--- config.mk ---
export PLATFORM = sky130hd
export DESIGN_NAME = ctr_clkgate_router
export DESIGN_NICKNAME = d
export VERILOG_FILES = /design/src/rtl/ctr_route_pkg.sv /design/src/rtl/ctr_route_prescaler.sv /design/src/rtl/ctr_route_cfg.sv /design/src/rtl/ctr_clkgate_router.sv
export SDC_FILE = /design/constraint.sdc
export NUM_CORES = 1
export LEC_CHECK = 0
export BUFFER_PORTS_ARGS = -buffer_cell sky130_fd_sc_hd__buf_4
export CORE_MARGIN = 3
export CORE_UTILIZATION = 45
export CTS_CLUSTER_DIAMETER = 50
export DETAILED_ROUTE_END_ITERATION = 8
export PLACE_DENSITY = 0.73
export SLEW_MARGIN = 30
export SYNTH_ARGS = -nofsm -noshare
export SYNTH_HDL_FRONTEND = slang
export SYNTH_SLANG_ARGS = --single-unit
--- constraint.sdc ---
create_clock -name clk -period 4.6 [get_ports clk]
set_input_delay 0.46 -clock clk [delete_from_list [all_inputs] [get_ports clk]]
set_output_delay 0.46 -clock clk [all_outputs]
set_load 0.1 [all_outputs]
--- src/rtl/ctr_route_pkg.sv ---
package ctr_route_pkg;

   // configuration byte layout
   localparam int CFG_W  = 8;
   localparam int SRC_W  = 3;
   localparam int CH_W   = 2;
   localparam int CH_LSB = SRC_W;
   // number of divide stages below the base rate
   localparam int NUM_DIV = 4;

   typedef enum logic [SRC_W-1:0] {
      CK_RSVD = 3'd0,
      CK_BASE = 3'd1,
      CK_DIV1 = 3'd2,
      CK_DIV2 = 3'd3,
      CK_DIV3 = 3'd4,
      CK_DIV4 = 3'd5,
      CK_RING = 3'd6,
      CK_EXT  = 3'd7
   } clk_src_e;

   typedef enum logic [SRC_W-1:0] {
      GT_ON    = 3'd0,
      GT_OFF   = 3'd1,
      GT_EXT   = 3'd2,
      GT_NBINV = 3'd3
   } gate_src_e;

   function automatic logic [CH_W-1:0] cfg_chan(input logic [CFG_W-1:0] b);
      return b[CH_LSB +: CH_W];
   endfunction

   function automatic logic [SRC_W-1:0] cfg_src(input logic [CFG_W-1:0] b);
      return b[SRC_W-1:0];
   endfunction

endpackage

--- src/rtl/ctr_route_prescaler.sv ---
module ctr_route_prescaler #(
   parameter int DIV    = 10,
   parameter int STAGES = 4
) (
   input  logic              clk,
   input  logic              rst_n,
   input  logic              base_tick,
   output logic [STAGES-1:0] div_pulse
);
   localparam int CW = (DIV > 1) ? $clog2(DIV) : 1;
   localparam logic [CW-1:0] LAST = CW'(DIV - 1);

   if (DIV < 2) begin : g_bad_div
      $error("ctr_route_prescaler: DIV must be at least 2");
   end
   if (STAGES < 1) begin : g_bad_stages
      $error("ctr_route_prescaler: STAGES must be at least 1");
   end

   for (genvar s = 0; s < STAGES; s++) begin : g_stage
      logic          adv;
      logic [CW-1:0] cnt;

      if (s == 0) begin : g_first
         assign adv = base_tick;
      end else begin : g_chain
         assign adv = div_pulse[s-1];
      end

      always_ff @(posedge clk or negedge rst_n) begin
         if (!rst_n) begin
            cnt <= '0;
         end else if (adv) begin
            cnt <= (cnt == LAST) ? '0 : cnt + 1'b1;
         end
      end

      assign div_pulse[s] = adv && (cnt == LAST);


      single_pulse_chk: assert property (@(posedge clk) disable iff (!rst_n)
         div_pulse[s] |=> !div_pulse[s]);
   end


   pulse_on_tick_chk: assert property (@(posedge clk) disable iff (!rst_n)
      (|div_pulse) |-> base_tick);

endmodule

--- src/rtl/ctr_route_cfg.sv ---
module ctr_route_cfg
   import ctr_route_pkg::*;
#(
   parameter int              N_CH     = 3,
   parameter bit              IS_CLK   = 1'b1,
   parameter logic [SRC_W-1:0] RST_CODE = 3'd1
) (
   input  logic                       clk,
   input  logic                       rst_n,
   input  logic                       we,
   input  logic [CFG_W-1:0]           cfg_byte,
   output logic [N_CH-1:0][SRC_W-1:0] sel
);
   logic [CH_W-1:0]  ch;
   logic [SRC_W-1:0] src;
   logic             code_ok;
   logic             ch_ok;
   logic             hit;
   logic             unused_hi;

   assign ch        = cfg_chan(cfg_byte);
   assign src       = cfg_src(cfg_byte);
   assign unused_hi = ^cfg_byte[CFG_W-1:CH_LSB+CH_W];
   assign ch_ok     = int'(ch) < N_CH;

   if (IS_CLK) begin : g_clk_codes
      assign code_ok = (src != CK_RSVD);
   end else begin : g_gate_codes
      assign code_ok = (src <= GT_NBINV);
   end

   assign hit = we && code_ok && ch_ok;

   for (genvar i = 0; i < N_CH; i++) begin : g_reg
      always_ff @(posedge clk or negedge rst_n) begin
         if (!rst_n) begin
            sel[i] <= RST_CODE;
         end else if (hit && (ch == CH_W'(i))) begin
            sel[i] <= src;
         end
      end


      write_apply_chk: assert property (@(posedge clk) disable iff (!rst_n)
         (we && code_ok && ch == CH_W'(i)) |=> (sel[i] == $past(src)));
   end


   noop_hold_chk: assert property (@(posedge clk) disable iff (!rst_n)
      (we && !(code_ok && ch_ok)) |=> $stable(sel));

endmodule

--- src/rtl/ctr_clkgate_router.sv ---
module ctr_clkgate_router
   import ctr_route_pkg::*;
#(
   parameter int N_CH = 3,
   parameter int DIV  = 10
) (
   input  logic            clk,
   input  logic            rst_n,
   input  logic            base_tick,
   input  logic            ext_clk_pulse,
   input  logic            ext_gate,
   input  logic            clk_cfg_we,
   input  logic [7:0]      clk_cfg_byte,
   input  logic            gate_cfg_we,
   input  logic [7:0]      gate_cfg_byte,
   input  logic [N_CH-1:0] ctr_out,
   output logic [N_CH-1:0] ctr_clk_en,
   output logic [N_CH-1:0] ctr_gate
);
   if (N_CH < 2 || N_CH > 3) begin : g_bad_nch
      $error("ctr_clkgate_router: N_CH must be 2 or 3");
   end

   logic [NUM_DIV-1:0]          div_pulse;
   logic [N_CH-1:0][SRC_W-1:0]  clk_sel;
   logic [N_CH-1:0][SRC_W-1:0]  gate_sel;
   logic [N_CH-1:0]             out_prev;
   logic [N_CH-1:0]             out_rise;

   ctr_route_prescaler #(.DIV(DIV), .STAGES(NUM_DIV)) u_presc (
      .clk      (clk),
      .rst_n    (rst_n),
      .base_tick(base_tick),
      .div_pulse(div_pulse)
   );

   ctr_route_cfg #(.N_CH(N_CH), .IS_CLK(1'b1), .RST_CODE(CK_BASE)) u_clk_cfg (
      .clk     (clk),
      .rst_n   (rst_n),
      .we      (clk_cfg_we),
      .cfg_byte(clk_cfg_byte),
      .sel     (clk_sel)
   );

   ctr_route_cfg #(.N_CH(N_CH), .IS_CLK(1'b0), .RST_CODE(GT_ON)) u_gate_cfg (
      .clk     (clk),
      .rst_n   (rst_n),
      .we      (gate_cfg_we),
      .cfg_byte(gate_cfg_byte),
      .sel     (gate_sel)
   );

   // previous sample of counter outputs for rising-edge clocking
   always_ff @(posedge clk or negedge rst_n) begin
      if (!rst_n) out_prev <= '0;
      else        out_prev <= ctr_out;
   end
   assign out_rise = ctr_out & ~out_prev;

   for (genvar i = 0; i < N_CH; i++) begin : g_ch
      localparam int NB_CLK  = (i + N_CH - 1) % N_CH;
      localparam int NB_GATE = (i + 1) % N_CH;

      always_comb begin
         case (clk_src_e'(clk_sel[i]))
            CK_BASE: ctr_clk_en[i] = base_tick;
            CK_DIV1: ctr_clk_en[i] = div_pulse[0];
            CK_DIV2: ctr_clk_en[i] = div_pulse[1];
            CK_DIV3: ctr_clk_en[i] = div_pulse[2];
            CK_DIV4: ctr_clk_en[i] = div_pulse[3];
            CK_RING: ctr_clk_en[i] = out_rise[NB_CLK];
            CK_EXT:  ctr_clk_en[i] = ext_clk_pulse;
            default: ctr_clk_en[i] = 1'b0;
         endcase
      end

      always_comb begin
         case (gate_src_e'(gate_sel[i]))
            GT_ON:    ctr_gate[i] = 1'b1;
            GT_OFF:   ctr_gate[i] = 1'b0;
            GT_EXT:   ctr_gate[i] = ext_gate;
            GT_NBINV: ctr_gate[i] = ~ctr_out[NB_GATE];
            default:  ctr_gate[i] = 1'b1;
         endcase
      end


      base_follow_chk: assert property (@(posedge clk) disable iff (!rst_n)
         (clk_sel[i] == CK_BASE) |-> (ctr_clk_en[i] == base_tick));


      gate_off_chk: assert property (@(posedge clk) disable iff (!rst_n)
         (gate_sel[i] == GT_OFF) |-> !ctr_gate[i]);
   end

endmodule

==> metrics list, run 1 <==
- Category of the worst setup path launch point: flop
* Maximum number of pins on one net before global-route repair: 38
* Mapped Nets: between 150 and 200
- Leakage: between 0.9 and 1 nW
* Number of antenna violations at the first check in global routing: 0
- After global routing the overflow that remains totals 0.
- A synthesized cell averages between 10 and 15 um2.
- For this design, the CTS-stage hold fixing added 0 buffers.
- Net count, final: 221
* Final hold violations: 0
- Synthesis inferred 37 register bits.
* CP max FO: 9
- Walking the worst path, the cells encountered are and4bb_4, and4_4, a21oi_1, o32ai_1, buf_4.
- The detail route stage leaves a number of antenna-violating nets equal to 0.
- During synthesis, Yosys emitted a total of 0 warnings.
* Sequential element share of the synthesized area: 0.507
* First element of the critical path: u_presc.g_stage[0].cnt[2]$_DFFE_PN0P_
* Worst setup path class: reg -> out
- The initialized floorplan defines 22 standard-cell rows.
* ANT cells: 0
- Cell type of the slowest stage on the worst timing path: sky130_fd_sc_hd__dfrtp_1
- Highest-count cells in the layout ignoring fill and taps: sky130_fd_sc_hd__dfrtp_1, sky130_fd_sc_hd__buf_4, sky130_fd_sc_hd__mux2_2
- Clock skew on the completed layout was measured at ~0.0018 ns.
* Count of distinct cell types in the synthesized netlist: between 40 and 50
* Multiplexer share of the synthesized area: 0.0942
- Horizontal die dimension: roughly 70 um
* Buf+Inv Stages, Crit Path: 1
* Simple-gate share of the synthesized area: 0.205
* Combined global-route utilization of all metal layers: 0.163
- Endpoint required time on the critical path: 4.14 ns
- Worst Tran Pin Value: between 0.4 and 0.5 ns
* Clock insertion delay at the later pin of the skew report: between 0.2 and 0.3 ns
- The first detailed-routing pass ran for 4 iterations.
* Setup violation total in the final timing report: 0
* CTS tree: done
* Detailed Place HPWL: 2630 um
* Number of fill cells in the layout: 333
* Buffers inserted by post-CTS timing repair: 0
* Number of buffers on the longest clock path: 2
* Worst stage delay on the critical path: roughly 0.42 ns
* Type of the tightest min-delay check: in -> async
- Critical Path Sink Type: output port
* DRC errors left: 0
- Final critical delay including setup and external delays: ~2.6 ns
* Unrepaired setup endpoints after global routing: false
- Max Cap Violations: 0
- The final route contains between 1000 and 1500 vias.
* Clock input transition at the sequential cells of the worst setup and hold paths: 0.07 ns
- Final Cycle Share: 0.572
- Dominant combinational cell family by area after synthesis: simple AND/OR/NAND/NOR gates
- The number of global-route vias before repair came to 1414.
* Result of the run: complete, no violations
- Area share of xor/xnor cells in the synthesized design: 0.0382
- H-tree levels: 2
- Data on the critical path arrives at its endpoint at 2.17 ns.
* Core Footprint: between 0.003 and 0.004 mm2
* Port Buf Inserts: 25
* Fmax achieved: about 380 MHz
- Largest delay contributor family on the critical path: simple AND/OR/NAND/NOR gates
* Ratio of cells with drive above 1 in the final layout: 0.277
- Starting DRC count in detailed routing: between 70 and 80
- Layout area overhead: 17.4%
- Final core utilization: 0.567
* Most common cell after layout, fill and taps aside: sky130_fd_sc_hd__dfrtp_1
* Worst max-slew margin expressed relative to the limit: 0.675
* Area occupied by multi-input gates: approximately 860 um2
* Max VDD drop: 0.297 mV
- In this run, post-CTS repair resized a total of 0 instances.
* Vert. Die Dim: around 70 um
- The root buffer cell chosen for the clock tree is sky130_fd_sc_hd__clkbuf_8.
- Power density over the cells: 468 mW/mm2
- # IOs: 32
- Setup_tns: 0 ns
* Routed length per placed instance: roughly 15 um
* Effective utilization at floorplan: 0.483
- Overall die area: around 0.0049 mm2
- The worst register-to-register path begins at u_presc.g_stage[0].cnt[2]$_DFFE_PN0P_.
- Gate count of the mapped netlist: about 170
- Counting the buffers created by CTS gives 5.
* Sum of routed wire length over all layers: about 3600 um
* Vias/cell: about 5.4
- Share of the synthesized area in compound gates (AO/OA/AOI/OAI): 0.133
- Of the total synthesized cell area, the portion taken by full adders, half adders and majority gates is 0.
* Global-route wire length before repair: 6350 um
- Post-synth design cell area: 0.00183 mm2
* Sink Count: 37
- Routability-driven placement finished with a final weighted congestion of 0.868.
- Summing all flip-flop and latch instances after layout gives around 930 um2.
* Max-slew violation count: 0
## area by class of cell
class                   instances  area share
repair buffers                 25      0.0872
well taps                      48      0.0279
flip-flops and latches         37       0.432
clock buffers                   7      0.0401
multi-input cells             119       0.401
inverters                       7      0.0122
## logic make-up (layout without fill, tap and decap cells)
logic type / after synthesis / count (layout)
compound gates: 35 / 35
simple gates: 61 / 61
buf+inv: 9 / 39
xor+xnor: 8 / 8
mux: 15 / 15
flops: 37 / 37
## through the flow
stage	setup slack, ns	cell area [um2]	instances	power, W	hold WS (ns)
final	1.97	2150	243	0.00101	0.129
after global routing	1.90	2150	243	0.00107	0.158
after CTS	1.98	2150	243	0.00102	0.137
after detailed placement	2.30	2070	236	0.000791	0.444
after global placement	2.32	2070	236	0.000772	0.435
after floorplan	0.681	1830	165	0.000702	0.164
## synth_stat cells, drive strengths merged
| library cell | n | area share |
|---|---|---|
| a21boi | 5 | 0.020 |
| a21o | 3 | 0.012 |
| a21oi | 2 | 0.0055 |
| a221o | 1 | 0.0055 |
| a22o | 1 | 0.0048 |
| a22oi | 3 | 0.012 |
| a31o | 1 | 0.0048 |
| and2b | 1 | 0.0041 |
| and3 | 1 | 0.0034 |
| and4 | 1 | 0.0061 |
| and4bb | 2 | 0.016 |
| buf | 1 | 0.0061 |
| clkbuf | 1 | 0.0020 |
| dfrtp | 34 | 0.46 |
| dfstp | 3 | 0.043 |
| inv | 7 | 0.014 |
| mux2 | 15 | 0.094 |
| nand2 | 14 | 0.033 |
| nand2b | 3 | 0.010 |
| nand3 | 6 | 0.016 |
| nand4 | 1 | 0.0034 |
| nand4bb | 2 | 0.012 |
| nor2 | 6 | 0.012 |
| nor2b | 10 | 0.034 |
| nor3 | 4 | 0.011 |
| nor3b | 8 | 0.033 |
| nor4b | 1 | 0.0048 |
| nor4bb | 1 | 0.0055 |
| o21ai | 9 | 0.025 |
| o21bai | 2 | 0.0082 |
| o221ai | 1 | 0.0048 |
| o22ai | 2 | 0.0068 |
| o2bb2ai | 1 | 0.0048 |
| o311ai | 2 | 0.0096 |
| o31ai | 1 | 0.0041 |
| o32ai | 1 | 0.0048 |
| xnor2 | 5 | 0.024 |
| xor2 | 3 | 0.014 |
## registers in the layout, indices dropped and copies added (netlist names)
| register | count |
|---|---|
| out_prev | 3 |
| u_gate_cfg.sel | 9 |
| u_presc.g_stage.cnt | 16 |
| u_clk_cfg.sel | 9 |
## report_power, final
part	total, W	internal, W	switching [W]
registers	0.000462	0.000394	0.0000685
clock network	0.000223	0.000119	0.000104
logic	0.000322	0.000124	0.000199
total	0.00101	0.000636	0.000371
## metal layers
metal,vias up,track usage,wire length [um]
met1,622,0.202,1560
met5,-,0,0
met3,7,0.0406,183
met4,0,0.0702,68
met2,30,0.269,1740
li1,655,-,-
## worst paths after layout
kind,to,slack [ns],depth (start not counted)
max,ctr_clk_en[0],1.97,5
min,u_presc.g_stage[3].cnt[2]$_DFFE_PN0P_,0.13,1
max reg2reg,u_presc.g_stage[2].cnt[3]$_DFFE_PN0P_,2.95,4
min reg2reg,u_gate_cfg.sel[2]$_DFFE_PN0P_,0.50,1
max in group asynchronous,u_clk_cfg.sel[6]$_DFFE_PN1P_,4.12,1
min in group clk,out_prev[1]$_DFF_PN0_,0.29,1
Note: power is estimated with default switching activity, not from simulation.
==> run 2: changes to the inputs <==
--- a/config.mk
+++ b/config.mk
@@ -10,7 +10,7 @@
 export CORE_UTILIZATION = 45
 export CTS_CLUSTER_DIAMETER = 50
 export DETAILED_ROUTE_END_ITERATION = 8
-export PLACE_DENSITY = 0.73
+export PLACE_DENSITY = 0.76
 export SLEW_MARGIN = 30
 export SYNTH_ARGS = -nofsm -noshare
 export SYNTH_HDL_FRONTEND = slang
==> constraint.sdc (replaced) <==
create_clock -name clk -period 2.29 [get_ports clk]
set_input_delay 0.229 -clock clk [delete_from_list [all_inputs] [get_ports clk]]
set_output_delay 0.229 -clock clk [all_outputs]
set_load 0.1 [all_outputs]
==> run 2 against run 1 <==
Via count increased by 7.5%. Critical endpoint unchanged. Global-route usage increased by 0.35 points. Flip-flop and latch count unchanged. Clock power increased by 100%. Highest routed layer unchanged. Total power increased by 120%. Critical path type unchanged.
==> metrics list, run 2 (synthesis gave the netlist of run 1 again) <==
- The overall via count from detail_route is 1413 (+7.5%).
* Final critical delay including setup and external delays: approximately 2.2 ns
* Max layer used: met4
* Sink Count: 37 (unchanged)
- The critical path is of the reg -> out type.
- Category of the worst setup path launch point: flop
- The length of the first detailed-routing pass in iterations is 4 (unchanged).
- The smallest hold slack came to 0.0569 ns (-0.0716 ns).
- Worst max-slew margin expressed relative to the limit: 0.674 (about the same)
- Horizontal die dimension: 69.8 um (unchanged)
- The quantity of I/O buffers inserted on ports was 25 (unchanged).
- The met2 wire length was 1940 um (+12%).
* Data arrival time of the worst path: 2.00 ns (-0.17 ns)
- Number of buffers on the longest clock path: 2 (unchanged)
* Endpoint required time on the critical path: 2.06 ns (-2.08 ns)
* Critical Path Sink Type: output port
- The routed length on met1 was 1620 um (+3.9%).
* Global-route wire length before repair: 6460 um (+1.6%)
* Num CTS Buffers: 5 (unchanged)
- The maximum level of the CTS H-tree was 2 (unchanged).
* Final Cycle Share: 0.975
- The residual antenna-violating net count after detailed routing was 0 (unchanged).
- The worst-margin pin slew came to 0.487 ns (+0.000299 ns).
- Placed inst area: 0.00209 mm2 (+1.4%)
* Most common cell after layout, fill and taps aside: sky130_fd_sc_hd__buf_4
- The mean routed wirelength per cell came to 14.9 um (+2.0%).
* Type of the tightest min-delay check: in -> reg
* Leakage: 1.02 nW (+6.8%)
* Clock Tree Root: sky130_fd_sc_hd__clkbuf_8
* Weighted congestion reported at the end of routability-driven placement: 0.758 (-13%)
* Final hold violations: 0 (unchanged)
* Max VDD drop: 0.847 mV (+180%)
- Fin area: 0.00230 mm2 (+7.0%)
* # IOs: 32 (unchanged)
- Max-slew violation count: 0 (unchanged)
- The number of flip-flops under the largest register name is 16 (unchanged).
* Via count of the first global-routing pass: 1410 (-0.28%)
- CTS tree: done
* Clock insertion delay at the later pin of the skew report: 0.29 ns (about the same)
* Vias/cell: 5.52 (+2.1%)
- Number of antenna violations at the first check in global routing: 0 (unchanged)
- The flow ran to the end, and the final reports show no timing, DRC or antenna violations.
- The placed wire-length estimate after detailed placement was 2790 um (+6.1%).
* Net count, final: 233 (+5.4%)
- The total met3 wirelength after detailed routing was 141 um (-23%).
- The post-CTS clock slew at the launch and capture registers of the worst setup and hold paths came to 0.07 ns (about the same).
* Register ranked first by flip-flop count: u_presc.g_stage.cnt
* Max Cap Violations: 0 (unchanged)
- Largest registers: u_presc.g_stage.cnt: 16 flops, u_clk_cfg.sel: 9 flops, u_gate_cfg.sel: 9 flops
- Power density over the cells: 941 mW/mm2 (+100%)
- The largest driver fanout on the critical path was 7 (-2).
- Sum of routed wire length over all layers: 3810 um (+7.4%)
- Setup clock skew after layout: 0.00214 ns (+0.000374 ns)
- The remaining global-route overflow was 0 (unchanged).
- Ratio of cells with drive above 1 in the final layout: 0.346 (+0.0692)
- The number of design rule violations left after detail routing is 0 (unchanged).
* Core Footprint: 0.00380 mm2 (unchanged)
- The maximum number of pins on one net before global-route repair is 38 (unchanged).
- The overall fraction of global-route tracks in use was 0.167 (+0.00355).
* Overall die area: 0.00487 mm2 (unchanged)
- Cell row count: 22 (unchanged)
* Highest-count cells in the layout ignoring fill and taps: sky130_fd_sc_hd__buf_4, sky130_fd_sc_hd__dfrtp_1, sky130_fd_sc_hd__mux2_2
* ANT cells: 0 (unchanged)
- Layout area overhead: 25.6%
- Fmax achieved: 448 MHz
* Setup violation total in the final timing report: 0 (unchanged)
* Effective utilization at floorplan: 0.483 (unchanged)
- Vert. Die Dim: 69.8 um (unchanged)
- The starting DRC count in detailed routing came to 94 (+21%).
run 2: cell types whose count changed in the layout (fill, tap and decap cells not counted), moves of 2 or more:
cell	before	now
sky130_fd_sc_hd__a22oi_2	0	2
sky130_fd_sc_hd__dfrtp_1	34	32
sky130_fd_sc_hd__a22oi_1	3	1
sky130_fd_sc_hd__buf_4	25	35
sky130_fd_sc_hd__dfrtp_2	0	2
run 2: metrics by stage:
stage          instances  TNS (ns)  total power [W]  worst slack, ns   util
2_1_floorplan        165  -0.00553          0.00143         -0.00276      -
3_3_place_gp         236         0          0.00157            0.297  0.551
3_5_place_dp         236         0          0.00162            0.263  0.551
4_1_cts              245         0          0.00210          0.00715  0.581
5_1_grt              256   -0.0347          0.00230          -0.0347  0.606
6_report             256         0          0.00217           0.0582  0.606
run 2: final timing paths:
check,startpoint,endpoint,slack [ns],depth (start not counted)
max,u_presc.g_stage[0].cnt[2]$_DFFE_PN0P_,ctr_clk_en[0],0.06,5
min,ctr_out[0],out_prev[0]$_DFF_PN0_,0.06,1
max reg2reg,u_presc.g_stage[0].cnt[2]$_DFFE_PN0P_,u_presc.g_stage[2].cnt[3]$_DFFE_PN0P_,0.61,5
min reg2reg,u_presc.g_stage[2].cnt[0]$_DFFE_PN0P_,u_presc.g_stage[2].cnt[0]$_DFFE_PN0P_,0.49,1
max in group asynchronous,rst_n,u_clk_cfg.sel[0]$_DFFE_PN1P_,1.51,2
min in group asynchronous,rst_n,u_presc.g_stage[3].cnt[1]$_DFFE_PN0P_,0.43,2
run 2: layout make-up:
| type | instances | area (um2) |
|---|---|---|
| fill | 327 | 1500 |
| sequential | 37 | 932 |
| tap | 48 | 60.1 |
| clock buffer | 8 | 90.1 |
| inverter | 7 | 26.3 |
| multi-input combinational | 119 | 901 |
| timing repair buffer | 37 | 293 |
run 2: timing repair:
action	in CTS	in global routing
pin swaps	0	4
setup buffers	0	11
hold endpoints to repair	34	0
gates resized for setup	3	4
endpoints found under the setup margin	1	3
hold buffers	1	0
run 2: routing by layer:
layer  vias up  global-route usage
li1        679                   -
met1       692               0.205
met2        30               0.263
met3        12              0.0522
met4         0              0.0809
met5         -                   0
run 2: where the power goes:
part	internal, W	switching (W)	total, W
sequential	0.000791	0.000129	0.000919
combinational	0.000341	0.000449	0.000790
clock	0.000245	0.000212	0.000457
total	0.00138	0.000789	0.00217
run 2: worst max-delay path: stages (launching register included):
cell,delay (ns)
sky130_fd_sc_hd__dfrtp_1,0.41
sky130_fd_sc_hd__and4bb_4,0.36
sky130_fd_sc_hd__and4_4,0.31
sky130_fd_sc_hd__a21oi_2,0.09
sky130_fd_sc_hd__o32ai_4,0.32
sky130_fd_sc_hd__buf_12,0.22
